[src/rtl/spd_pkg.sv]
package spd_pkg;

   typedef enum logic [1:0] {
      ST_RUN   = 2'd0,
      ST_DEACT = 2'd1,
      ST_IDLE  = 2'd2
   } spd_state_t;

endpackage

[src/rtl/spd_timing.sv]
// Bit and frame counters; derives bit clock, frame sync and slot strobes.
module spd_timing #(
   parameter int BIT_CLKS   = 4,
   parameter int FRAME_BITS = 12,
   parameter int CI_POS     = 4,
   parameter int CI_W       = 4
) (
   input  logic clk,
   input  logic rst_n,
   input  logic run_i,
   output logic bclk_o,
   output logic fsync_o,
   output logic in_ci_o,
   output logic bit_end_o,
   output logic ci_end_o,
   output logic frame_start_o
);
   localparam int PH_W    = (BIT_CLKS > 1) ? $clog2(BIT_CLKS) : 1;
   localparam int BI_W    = (FRAME_BITS > 1) ? $clog2(FRAME_BITS) : 1;
   localparam int HALF    = BIT_CLKS / 2;
   localparam int CI_LAST = CI_POS + CI_W - 1;

   logic [PH_W-1:0] phase_q;
   logic [BI_W-1:0] bit_q;
   logic            ph_wrap;
   logic            bit_wrap;

   assign ph_wrap  = (phase_q == PH_W'(BIT_CLKS - 1));
   assign bit_wrap = (bit_q == BI_W'(FRAME_BITS - 1));

   always_ff @(posedge clk or negedge rst_n) begin
      if (!rst_n) begin
         phase_q <= '0;
         bit_q   <= '0;
      end else if (!run_i) begin
         phase_q <= '0;
         bit_q   <= '0;
      end else if (ph_wrap) begin
         phase_q <= '0;
         bit_q   <= bit_wrap ? '0 : bit_q + 1'b1;
      end else begin
         phase_q <= phase_q + 1'b1;
      end
   end

   always_comb begin
      bclk_o        = run_i && (phase_q < PH_W'(HALF));
      fsync_o       = run_i && (bit_q == '0);
      in_ci_o       = run_i && (bit_q >= BI_W'(CI_POS)) && (bit_q <= BI_W'(CI_LAST));
      bit_end_o     = run_i && ph_wrap;
      ci_end_o      = bit_end_o && (bit_q == BI_W'(CI_LAST));
      frame_start_o = run_i && (phase_q == '0) && (bit_q == '0);
   end

endmodule

[src/rtl/spd_ci_rx.sv]
// Slot receiver with two-frame persistence check.
module spd_ci_rx #(
   parameter int CI_W = 4
) (
   input  logic            clk,
   input  logic            rst_n,
   input  logic            clear_i,
   input  logic            smp_i,
   input  logic            last_i,
   input  logic            din_i,
   output logic [CI_W-1:0] word_o,
   output logic            cfm_o,
   output logic [CI_W-1:0] code_o
);
   logic [CI_W-2:0] sh_q;
   logic [CI_W-1:0] prev_q;
   logic            prev_vld_q;

   assign word_o = {sh_q, din_i};
   assign cfm_o  = last_i && prev_vld_q && (word_o == prev_q);

   always_ff @(posedge clk or negedge rst_n) begin
      if (!rst_n) begin
         sh_q       <= '0;
         prev_q     <= '0;
         prev_vld_q <= 1'b0;
         code_o     <= '0;
      end else if (clear_i) begin
         sh_q       <= '0;
         prev_vld_q <= 1'b0;
      end else begin
         if (smp_i) sh_q <= word_o[CI_W-2:0];
         if (last_i) begin
            prev_q     <= word_o;
            prev_vld_q <= 1'b1;
         end
         if (cfm_o) code_o <= word_o;
      end
   end

endmodule

[src/rtl/spd_treq.sv]
// Wake-request detector: multi-stage synchronizer plus low-level filter.
module spd_treq #(
   parameter int SYNC_STAGES = 2,
   parameter int LOW_MIN     = 2
) (
   input  logic clk,
   input  logic rst_n,
   input  logic arm_i,
   input  logic din_i,
   output logic sync_o,
   output logic req_o
);
   localparam int CW = (LOW_MIN > 1) ? $clog2(LOW_MIN) : 1;

   logic [SYNC_STAGES-1:0] stg_q;
   logic [CW-1:0]          cnt_q;

   generate
      for (genvar gi = 0; gi < SYNC_STAGES; gi++) begin : g_stage
         if (gi == 0) begin : g_first
            always_ff @(posedge clk or negedge rst_n) begin
               if (!rst_n) stg_q[gi] <= 1'b1;
               else        stg_q[gi] <= din_i;
            end
         end else begin : g_next
            always_ff @(posedge clk or negedge rst_n) begin
               if (!rst_n) stg_q[gi] <= 1'b1;
               else        stg_q[gi] <= stg_q[gi-1];
            end
         end
      end
   endgenerate

   assign sync_o = stg_q[SYNC_STAGES-1];
   assign req_o  = arm_i && !sync_o && (cnt_q == CW'(LOW_MIN - 1));

   always_ff @(posedge clk or negedge rst_n) begin
      if (!rst_n)                    cnt_q <= '0;
      else if (!arm_i || sync_o)     cnt_q <= '0;
      else if (cnt_q != CW'(LOW_MIN - 1)) cnt_q <= cnt_q + 1'b1;
   end

endmodule

[src/rtl/spd_fsm.sv]
// Power-down handshake controller.
module spd_fsm
   import spd_pkg::*;
#(
   parameter int              CI_W        = 4,
   parameter int              STOP_FRAMES = 4,
   parameter logic [CI_W-1:0] DI_CODE     = 4'b1111,
   parameter logic [CI_W-1:0] PU_CODE     = 4'b0111
) (
   input  logic            clk,
   input  logic            rst_n,
   input  logic            cfm_i,
   input  logic [CI_W-1:0] word_i,
   input  logic            frame_start_i,
   input  logic            ci_end_i,
   input  logic            treq_i,
   output logic            run_o,
   output logic            idle_o,
   output logic            sel_di_o,
   output logic            peer_up_o
);
   localparam int FC_W = $clog2(STOP_FRAMES + 1);

   spd_state_t      st_q;
   logic [FC_W-1:0] fcnt_q;

   assign idle_o   = (st_q == ST_IDLE);
   assign sel_di_o = (st_q == ST_DEACT);

   always_ff @(posedge clk or negedge rst_n) begin
      if (!rst_n) begin
         st_q      <= ST_RUN;
         fcnt_q    <= '0;
         run_o     <= 1'b1;
         peer_up_o <= 1'b0;
      end else begin
         unique case (st_q)
            ST_RUN: begin
               if (cfm_i && word_i == DI_CODE) begin
                  st_q   <= ST_DEACT;
                  fcnt_q <= '0;
               end else if (cfm_i && word_i == PU_CODE) begin
                  peer_up_o <= 1'b1;
               end
            end
            ST_DEACT: begin
               if (frame_start_i) fcnt_q <= fcnt_q + 1'b1;
               if (ci_end_i && fcnt_q == FC_W'(STOP_FRAMES)) begin
                  st_q      <= ST_IDLE;
                  run_o     <= 1'b0;
                  peer_up_o <= 1'b0;
               end
            end
            ST_IDLE: begin
               if (treq_i) begin
                  st_q  <= ST_RUN;
                  run_o <= 1'b1;
               end
            end
            default: st_q <= ST_RUN;
         endcase
      end
   end

endmodule

[src/rtl/spd_pdseq.sv]
// Top: clock master with C/I slotting, power-down handshake and wake detection.
module spd_pdseq #(
   parameter int              BIT_CLKS    = 4,
   parameter int              FRAME_BITS  = 12,
   parameter int              CI_POS      = 4,
   parameter int              CI_W        = 4,
   parameter int              STOP_FRAMES = 4,
   parameter int              SYNC_STAGES = 2,
   parameter int              LOW_MIN     = 2,
   parameter logic [CI_W-1:0] DI_CODE     = 4'b1111,
   parameter logic [CI_W-1:0] PU_CODE     = 4'b0111
) (
   input  logic            clk,
   input  logic            rst_n,
   input  logic [CI_W-1:0] ci_tx_i,
   input  logic            din_i,
   output logic            bclk_o,
   output logic            fsync_o,
   output logic            dout_o,
   output logic            dout_oe_o,
   output logic [CI_W-1:0] ci_rx_o,
   output logic            active_o,
   output logic            peer_up_o
);
   generate
      if (BIT_CLKS < 2 || (BIT_CLKS % 2) != 0) begin : g_bad_bitclks
         $error("BIT_CLKS must be even and at least 2");
      end
      if (CI_W < 2) begin : g_bad_ciw
         $error("CI_W must be at least 2");
      end
      if (CI_POS < 1 || CI_POS + CI_W > FRAME_BITS) begin : g_bad_slot
         $error("C/I slot must lie inside the frame and after the sync bit");
      end
      if (STOP_FRAMES < 1) begin : g_bad_stop
         $error("STOP_FRAMES must be at least 1");
      end
      if (SYNC_STAGES < 2 || LOW_MIN < 1) begin : g_bad_sync
         $error("SYNC_STAGES must be at least 2 and LOW_MIN at least 1");
      end
   endgenerate

   logic            run;
   logic            idle;
   logic            sel_di;
   logic            in_ci;
   logic            bit_end;
   logic            ci_end;
   logic            frame_start;
   logic            cfm;
   logic [CI_W-1:0] rx_word;
   logic            treq;
   logic            din_sync;
   logic [CI_W-1:0] tx_sh;

   spd_timing #(
      .BIT_CLKS  (BIT_CLKS),
      .FRAME_BITS(FRAME_BITS),
      .CI_POS    (CI_POS),
      .CI_W      (CI_W)
   ) u_tim (
      .clk          (clk),
      .rst_n        (rst_n),
      .run_i        (run),
      .bclk_o       (bclk_o),
      .fsync_o      (fsync_o),
      .in_ci_o      (in_ci),
      .bit_end_o    (bit_end),
      .ci_end_o     (ci_end),
      .frame_start_o(frame_start)
   );

   spd_ci_rx #(.CI_W(CI_W)) u_rx (
      .clk    (clk),
      .rst_n  (rst_n),
      .clear_i(idle),
      .smp_i  (bit_end && in_ci),
      .last_i (ci_end),
      .din_i  (din_i),
      .word_o (rx_word),
      .cfm_o  (cfm),
      .code_o (ci_rx_o)
   );

   spd_treq #(
      .SYNC_STAGES(SYNC_STAGES),
      .LOW_MIN    (LOW_MIN)
   ) u_treq (
      .clk   (clk),
      .rst_n (rst_n),
      .arm_i (idle),
      .din_i (din_i),
      .sync_o(din_sync),
      .req_o (treq)
   );

   spd_fsm #(
      .CI_W       (CI_W),
      .STOP_FRAMES(STOP_FRAMES),
      .DI_CODE    (DI_CODE),
      .PU_CODE    (PU_CODE)
   ) u_fsm (
      .clk          (clk),
      .rst_n        (rst_n),
      .cfm_i        (cfm),
      .word_i       (rx_word),
      .frame_start_i(frame_start),
      .ci_end_i     (ci_end),
      .treq_i       (treq),
      .run_o        (run),
      .idle_o       (idle),
      .sel_di_o     (sel_di),
      .peer_up_o    (peer_up_o)
   );

   // Transmit code is latched at the frame boundary and shifted out MSB first.
   always_ff @(posedge clk or negedge rst_n) begin
      if (!rst_n)                 tx_sh <= '1;
      else if (frame_start)       tx_sh <= sel_di ? DI_CODE : ci_tx_i;
      else if (bit_end && in_ci)  tx_sh <= {tx_sh[CI_W-2:0], 1'b1};
   end

   assign dout_o    = in_ci ? tx_sh[CI_W-1] : 1'b1;
   assign dout_oe_o = run;
   assign active_o  = run;

endmodule

[config.mk]
export PLATFORM = sky130hd
export DESIGN_NAME = spd_pdseq
export DESIGN_NICKNAME = d
export VERILOG_FILES = /design/src/rtl/spd_pkg.sv /design/src/rtl/spd_timing.sv /design/src/rtl/spd_ci_rx.sv /design/src/rtl/spd_treq.sv /design/src/rtl/spd_fsm.sv /design/src/rtl/spd_pdseq.sv
export SDC_FILE = /design/constraint.sdc
export NUM_CORES = 1
export LEC_CHECK = 0
export BUFFER_PORTS_ARGS = -buffer_cell sky130_fd_sc_hd__buf_2
export CORE_MARGIN = 2
export CORE_UTILIZATION = 51
export DETAILED_ROUTE_END_ITERATION = 7
export PLACE_DENSITY = 0.78
export SLEW_MARGIN = 20
export SYNTH_ARGS = -nofsm -noshare
export SYNTH_HDL_FRONTEND = slang
export SYNTH_SLANG_ARGS = --single-unit
[constraint.sdc]
create_clock -name clk -period 2.1 [get_ports clk]
set_clock_uncertainty 0.15 [all_clocks]
set_input_delay 0.105 -clock clk [delete_from_list [all_inputs] [get_ports clk]]
set_output_delay 0.105 -clock clk [all_outputs]
set_load 0.05 [all_outputs]
==> impl_metrics.json, run 1 <==
{
  "fin_crit_sh": 0.9524,
  "gp_congestion": 0.7621,
  "ys_warn_count": 0,
  "synth.most_common_cell": "dfrtp_1",
  "drt-vias-per-instance": 5.448,
  "grt_antenna_before_repair": 0,
  "holdCritPathClass": "input pin to flop",
  "synth_edf_count": 0,
  "io_pins": 17,
  "drive_above_1_share": 0.3107,
  "dp.cells": 194,
  "power_leakage_uw": 0.0008586,
  "synthTopCellsByArea": "dfrtp_1 (40%), dfstp_2 (12%), mux2_2 (5.8%), ha_1 (4.8%), nand2_1 (3.8%)",
  "clkTransAtPathRegs_ps": 90,
  "timing.fmax_mhz": 500.0,
  "status": "finished clean",
  "insertion_delay_ps": 340,
  "slowest_delay_ps": 620,
  "report.final.slew_viol_count": 0,
  "powerDensity_nw_per_um2": 546.2,
  "async_reset_ff_frac": 1.000,
  "syn_to_final_growth_pct": 19.36,
  "startpoint_type": "flop",
  "fin_setup_tns_ps": 0,
  "routed_wl_um": 2972,
  "grt_max_degree": 33,
  "cts_buffer_depth": 2,
  "hold_viol": 0,
  "relSlewSlack": 0.5516,
  "power_uw": 1020,
  "syn-cell-area_sq_um": 1564,
  "finalSetupViolations": 0,
  "drv_cap": 0,
  "synth_top_flop_cell": "dfrtp_1",
  "clkSinkCount": 32,
  "h-tree-depth": 2,
  "fp-row-count": 20,
  "chipWidth_um": 59.38,
  "initial_core_util": 0.5252,
  "firstDrtPassIters": 4,
  "endpoint_kind": "flop",
  "synth_nets": 157,
  "crit_path_top_delay_cell": "dfstp_4",
  "num_vias": 1144,
  "cts_buffers": 5,
  "synth_area_leader_cell": "dfrtp_1",
  "wl_per_cell_um": 14.15,
  "required_ps": 2220,
  "synth-seq-area-share": 0.5176,
  "grt_pass1_vias": 1141,
  "die_height_um": 59.38,
  "worst_pin_slew_ps": 672.6,
  "syn_inst": 144,
  "diodes": 0,
  "postRouteAntennaNets": 0,
  "finalNetCount": 189,
  "path_class": "flop to flop",
  "vdd_ir_drop_max_mv": 0.4317,
  "yosysTopAreaCellShare": 0.4000,
  "avgSynthCellArea_sq_um": 10.86,
  "drt_iter0_markers": 52,
  "instances_no_fill": 210,
  "ys_ff_latch": 32,
  "port_buffers": 16,
  "synth_common_cells": "dfrtp_1 (25), nand2_1 (16), nor2_1 (10), inv_1 (9), mux2_2 (8)",
  "whs_ps": 73.21,
  "grt_first_pass_wirelength_um": 5119,
  "fillers": 251,
  "crit_fanout": 7,
  "cts_root_buffer": "clkbuf_4",
  "rsz0062_at_grt": "no",
  "coreArea_sq_um": 2978,
  "cts_tree": "yes",
  "crit_arrival_ps": 2120,
  "die_area_sq_um": 3525,
  "grt_overflow": 0,
  "path_cells": "and3b_2 > nand3_4 > or4b_4 > a22o_1",
  "grt_usage": 0.2006,
  "ys_types": 38,
  "final.min_clock_period_ps": 2000,
  "drc": 0,
  "place_hpwl_um": 2190
}
## worst paths after layout
check | from | end | slack [ps] | cells after the start
max in group asynchronous | rst_n | u_treq.cnt_q | 1170 | 2
max | u_fsm.run_o | u_fsm.run_o | 100 | 4
min reg2reg | u_treq.stg_q[0] | u_treq.sync_o | 210 | 0
min in group asynchronous | rst_n | u_rx.prev_vld_q | 190 | 2
max reg2reg | u_fsm.run_o | u_fsm.run_o | 100 | 4
min | ci_tx_i[2] | tx_sh[2] | 70 | 4
## timing repair
item,CTS,global route
endpoints found under the setup margin,1,5
setup buffers,0,3
hold buffers,5,0
resized for setup,1,0
endpoints found under the hold margin,32,0
pin swaps,0,3
## through the flow
| step | setup slack, ps | utilization | instance area (sq um) |
|---|---|---|---|
| 2_1_floorplan | -117.2 | - | 1592 |
| 3_3_place_gp | 87.64 | 0.5811 | 1730 |
| 3_5_place_dp | 42.86 | 0.5811 | 1730 |
| 4_1_cts | 36.53 | 0.6193 | 1844 |
| 5_1_grt | 4.024 | 0.6269 | 1867 |
| 6_report | 99.87 | 0.6269 | 1867 |
## cell families after synthesis
kind of cell / count (synthesis) / share of synthesized area
compound gates: 24 / 0.1000
flops: 32 / 0.5176
buf+inv: 13 / 0.03440
simple gates: 55 / 0.2072
mux: 10 / 0.07040
fa+ha+maj: 6 / 0.04800
xor+xnor: 4 / 0.02240
## power breakdown
part / switching [uW] / leakage, uW / internal, uW
clock: 201 / 0.0000380 / 159
sequential: 3.14 / 0.000413 / 626
combinational: 16.8 / 0.000407 / 13.2
## cells in the final DEF (no fill, tap or decap), drive strengths merged, types with 3 or more instances in the layout
cell type     n
dfrtp        25
buf          24
nand2        16
nor2         10
inv           9
mux2          8
nor2b         7
a21oi         7
dfstp         7
ha            6
clkbuf        6
o21ai         5
dlygate4sd3   5
xnor2         4
nand3         4
and2          3
nand2b        3
## area by class of cell
class	count	area [sq um]	area share
inverters	9	33.78	0.01810
clock inverters	2	10.01	0.005362
clock buffers	6	51.30	0.02748
flip-flops and latches	32	813.3	0.4357
multi-input cells	99	724.4	0.3881
well taps	33	41.29	0.02212
repair buffers	29	192.7	0.1032
## registers in the layout (all words and copies together) (netlist names)
| signal | cells |
|---|---|
| u_rx.prev_q | 4 |
| tx_sh | 4 |
| u_treq.sync_o | 1 |
| u_fsm.peer_up_o | 1 |
| u_fsm.run_o | 1 |
| u_fsm.st_q | 2 |
| u_tim.phase_q | 2 |
| u_treq.cnt_q | 1 |
| u_fsm.fcnt_q | 3 |
| u_treq.stg_q | 1 |
| u_rx.code_o | 4 |
| u_rx.sh_q | 3 |
| u_rx.prev_vld_q | 1 |
| u_tim.bit_q | 4 |
## metal layers
layer,part of all wire,routed length (um),vias to the layer above,global-route usage
li1,-,-,557,-
met1,0.44,1310,548,0.2432
met2,0.48,1426,31,0.3234
met3,0.057,168,8,0.06987
met4,0.023,67,0,0.08442
met5,0,0,-,0
## critical path: cells and delay by family (launching register included)
kind | cells | cell delay, ps
AND/OR/NAND/NOR | 3 | 930
AO/OA/AOI/OAI | 1 | 250
flip-flops | 1 | 620
Power figures use the tool's default switching activity.
==> run 2: changes to the inputs <==
==> constraint.sdc (replaced) <==
create_clock -name clk -period 2.1 [get_ports clk]
set_clock_uncertainty 0.15 [all_clocks]
set_input_delay 0.525 -clock clk [delete_from_list [all_inputs] [get_ports clk]]
set_output_delay 0.525 -clock clk [all_outputs]
set_load 0.05 [all_outputs]
==> impl_metrics.json, run 2 (synthesis gave the netlist of run 1 again) <==
{
  "status": "finished, violations left",
  "violations": "setup timing",
  "rsz0062_at_grt": "yes",
  "grt_first_pass_wirelength_um": 5313,
  "chipWidth_um": 59.38,
  "drt-vias-per-instance": 5.533,
  "path_class": "flop to output pin",
  "required_ps": 1420,
  "firstDrtPassIters": 4,
  "initial_core_util": 0.5252,
  "endpoint_kind": "output pin",
  "holdCritPathClass": "input pin to asynchronous set/reset pin",
  "cts_buffers": 5,
  "hold_viol": 0,
  "io_pins": 17,
  "report.final.slew_viol_count": 0,
  "finalSetupViolations": 2,
  "grt_pass1_vias": 1232,
  "place_hpwl_um": 2166,
  "final_cell_mix": "dfrtp_1 (25), nand2_1 (15), buf_4 (12), buf_2 (11), nor2_1 (9)",
  "grt_usage": 0.2090,
  "timing.fmax_mhz": 448.1,
  "grt_antenna_before_repair": 0,
  "drc": 0,
  "fin_util": 0.6445,
  "die_area_sq_um": 3525,
  "diodes": 0,
  "drive_above_1_share": 0.3616,
  "port_buffers": 16,
  "power_leakage_uw": 0.0008785,
  "grt_max_degree": 33,
  "rrSetupSlack_ps": 50,
  "pre_cts_ws_ps": 50.51,
  "drv_cap": 0,
  "whs_ps": 74.78,
  "grt_overflow": 0,
  "wl_per_cell_um": 14.51,
  "clkSinkCount": 32,
  "syn_to_final_growth_pct": 22.72,
  "fin_crit_sh": 1.063,
  "powerDensity_nw_per_um2": 574.7,
  "cts_buffer_depth": 2,
  "crit_fanout": 2,
  "power_uw": 1103,
  "h-tree-depth": 2,
  "setup_ws_ps": -131.8,
  "worst_pin_slew_ps": 687.2,
  "final.min_clock_period_ps": 2232,
  "startpoint_type": "flop",
  "insertion_delay_ps": 330,
  "cts_tree": "yes",
  "num_vias": 1162,
  "vdd_ir_drop_max_mv": 0.7478,
  "fp-row-count": 20,
  "final_common_cell": "dfrtp_1",
  "clkTransAtPathRegs_ps": 100,
  "postRouteAntennaNets": 0,
  "relSlewSlack": 0.5419,
  "ctsHoldBuffers": 0,
  "gp_congestion": 0.8578,
  "drt_iter0_markers": 29,
  "finalNetCount": 189,
  "cts_root_buffer": "clkbuf_4",
  "crit_arrival_ps": 1560,
  "routed_wl_um": 3048,
  "coreArea_sq_um": 2978,
  "die_height_um": 59.38
}
## run 2: cell count changes in the layout (fill, tap and decap cells not counted), moves of 3 or more
| cell | before | now |
|---|---|---|
| buf_6 | 0 | 6 |
| dlygate4sd3_1 | 5 | 0 |
| buf_2 | 15 | 11 |
| buf_4 | 9 | 12 |
## run 2: critical path, stage by stage, from the launching register on
cell and delay [ps]:
dfstp_4 630, and3b_2 190, or2b_1 250, buf_6 160
## run 2: final timing paths
path / from / end / cells past startpoint
max: u_fsm.run_o / dout_o / 3
min: rst_n / u_fsm.fcnt_q[1] / 1
max reg2reg: u_fsm.run_o / u_fsm.run_o / 5
min reg2reg: u_treq.stg_q[0] / u_treq.sync_o / 0
max in group asynchronous: rst_n / u_tim.bit_q[2] / 1
min in group clk: din_i / u_treq.stg_q[0] / 1
## run 2: where the power goes
part	internal, uW	switching (uW)	leakage [uW]	total [uW]
Sequential	626	3.08	0.000413	629
Combinational	7.17	16.1	0.000423	23.3
Clock	249	201	0.0000422	450
## run 2: stage by stage
step / setup TNS [ps] / instances / area [sq um]
after detailed placement: 0 / 195 / 1740
after global placement: 0 / 195 / 1740
after global routing: -295.7 / 210 / 1919
final: -212.2 / 210 / 1919
after CTS: -210.5 / 211 / 1901
after floorplan: -697.8 / 144 / 1594
## run 2: final cells by class
type	instances	area [sq um]
clock buffers	6	41.29
clock inverters	2	35.03
fillers	242	1059
inverters	9	33.78
multi-input cells	99	742.0
flip-flops and latches	32	813.3
well taps	33	41.29
repair buffers	29	212.7
## run 2: timing repair
action / in CTS / in global routing
setup buffers: 8 / 1
hold endpoints to repair: 0 / 0
endpoints found under the setup margin: 3 / 16
gates resized for setup: 9 / 7
pin swaps: 3 / 3
## run 2: per-layer routing
| metal | global-route usage | part of all wire | vias to the layer above |
|---|---|---|---|
| li1 | - | - | 557 |
| met1 | 0.2341 | 0.41 | 573 |
| met2 | 0.3438 | 0.52 | 23 |
| met3 | 0.05677 | 0.040 | 9 |
| met4 | 0.1429 | 0.027 | 0 |
| met5 | 0 | 0 | - |
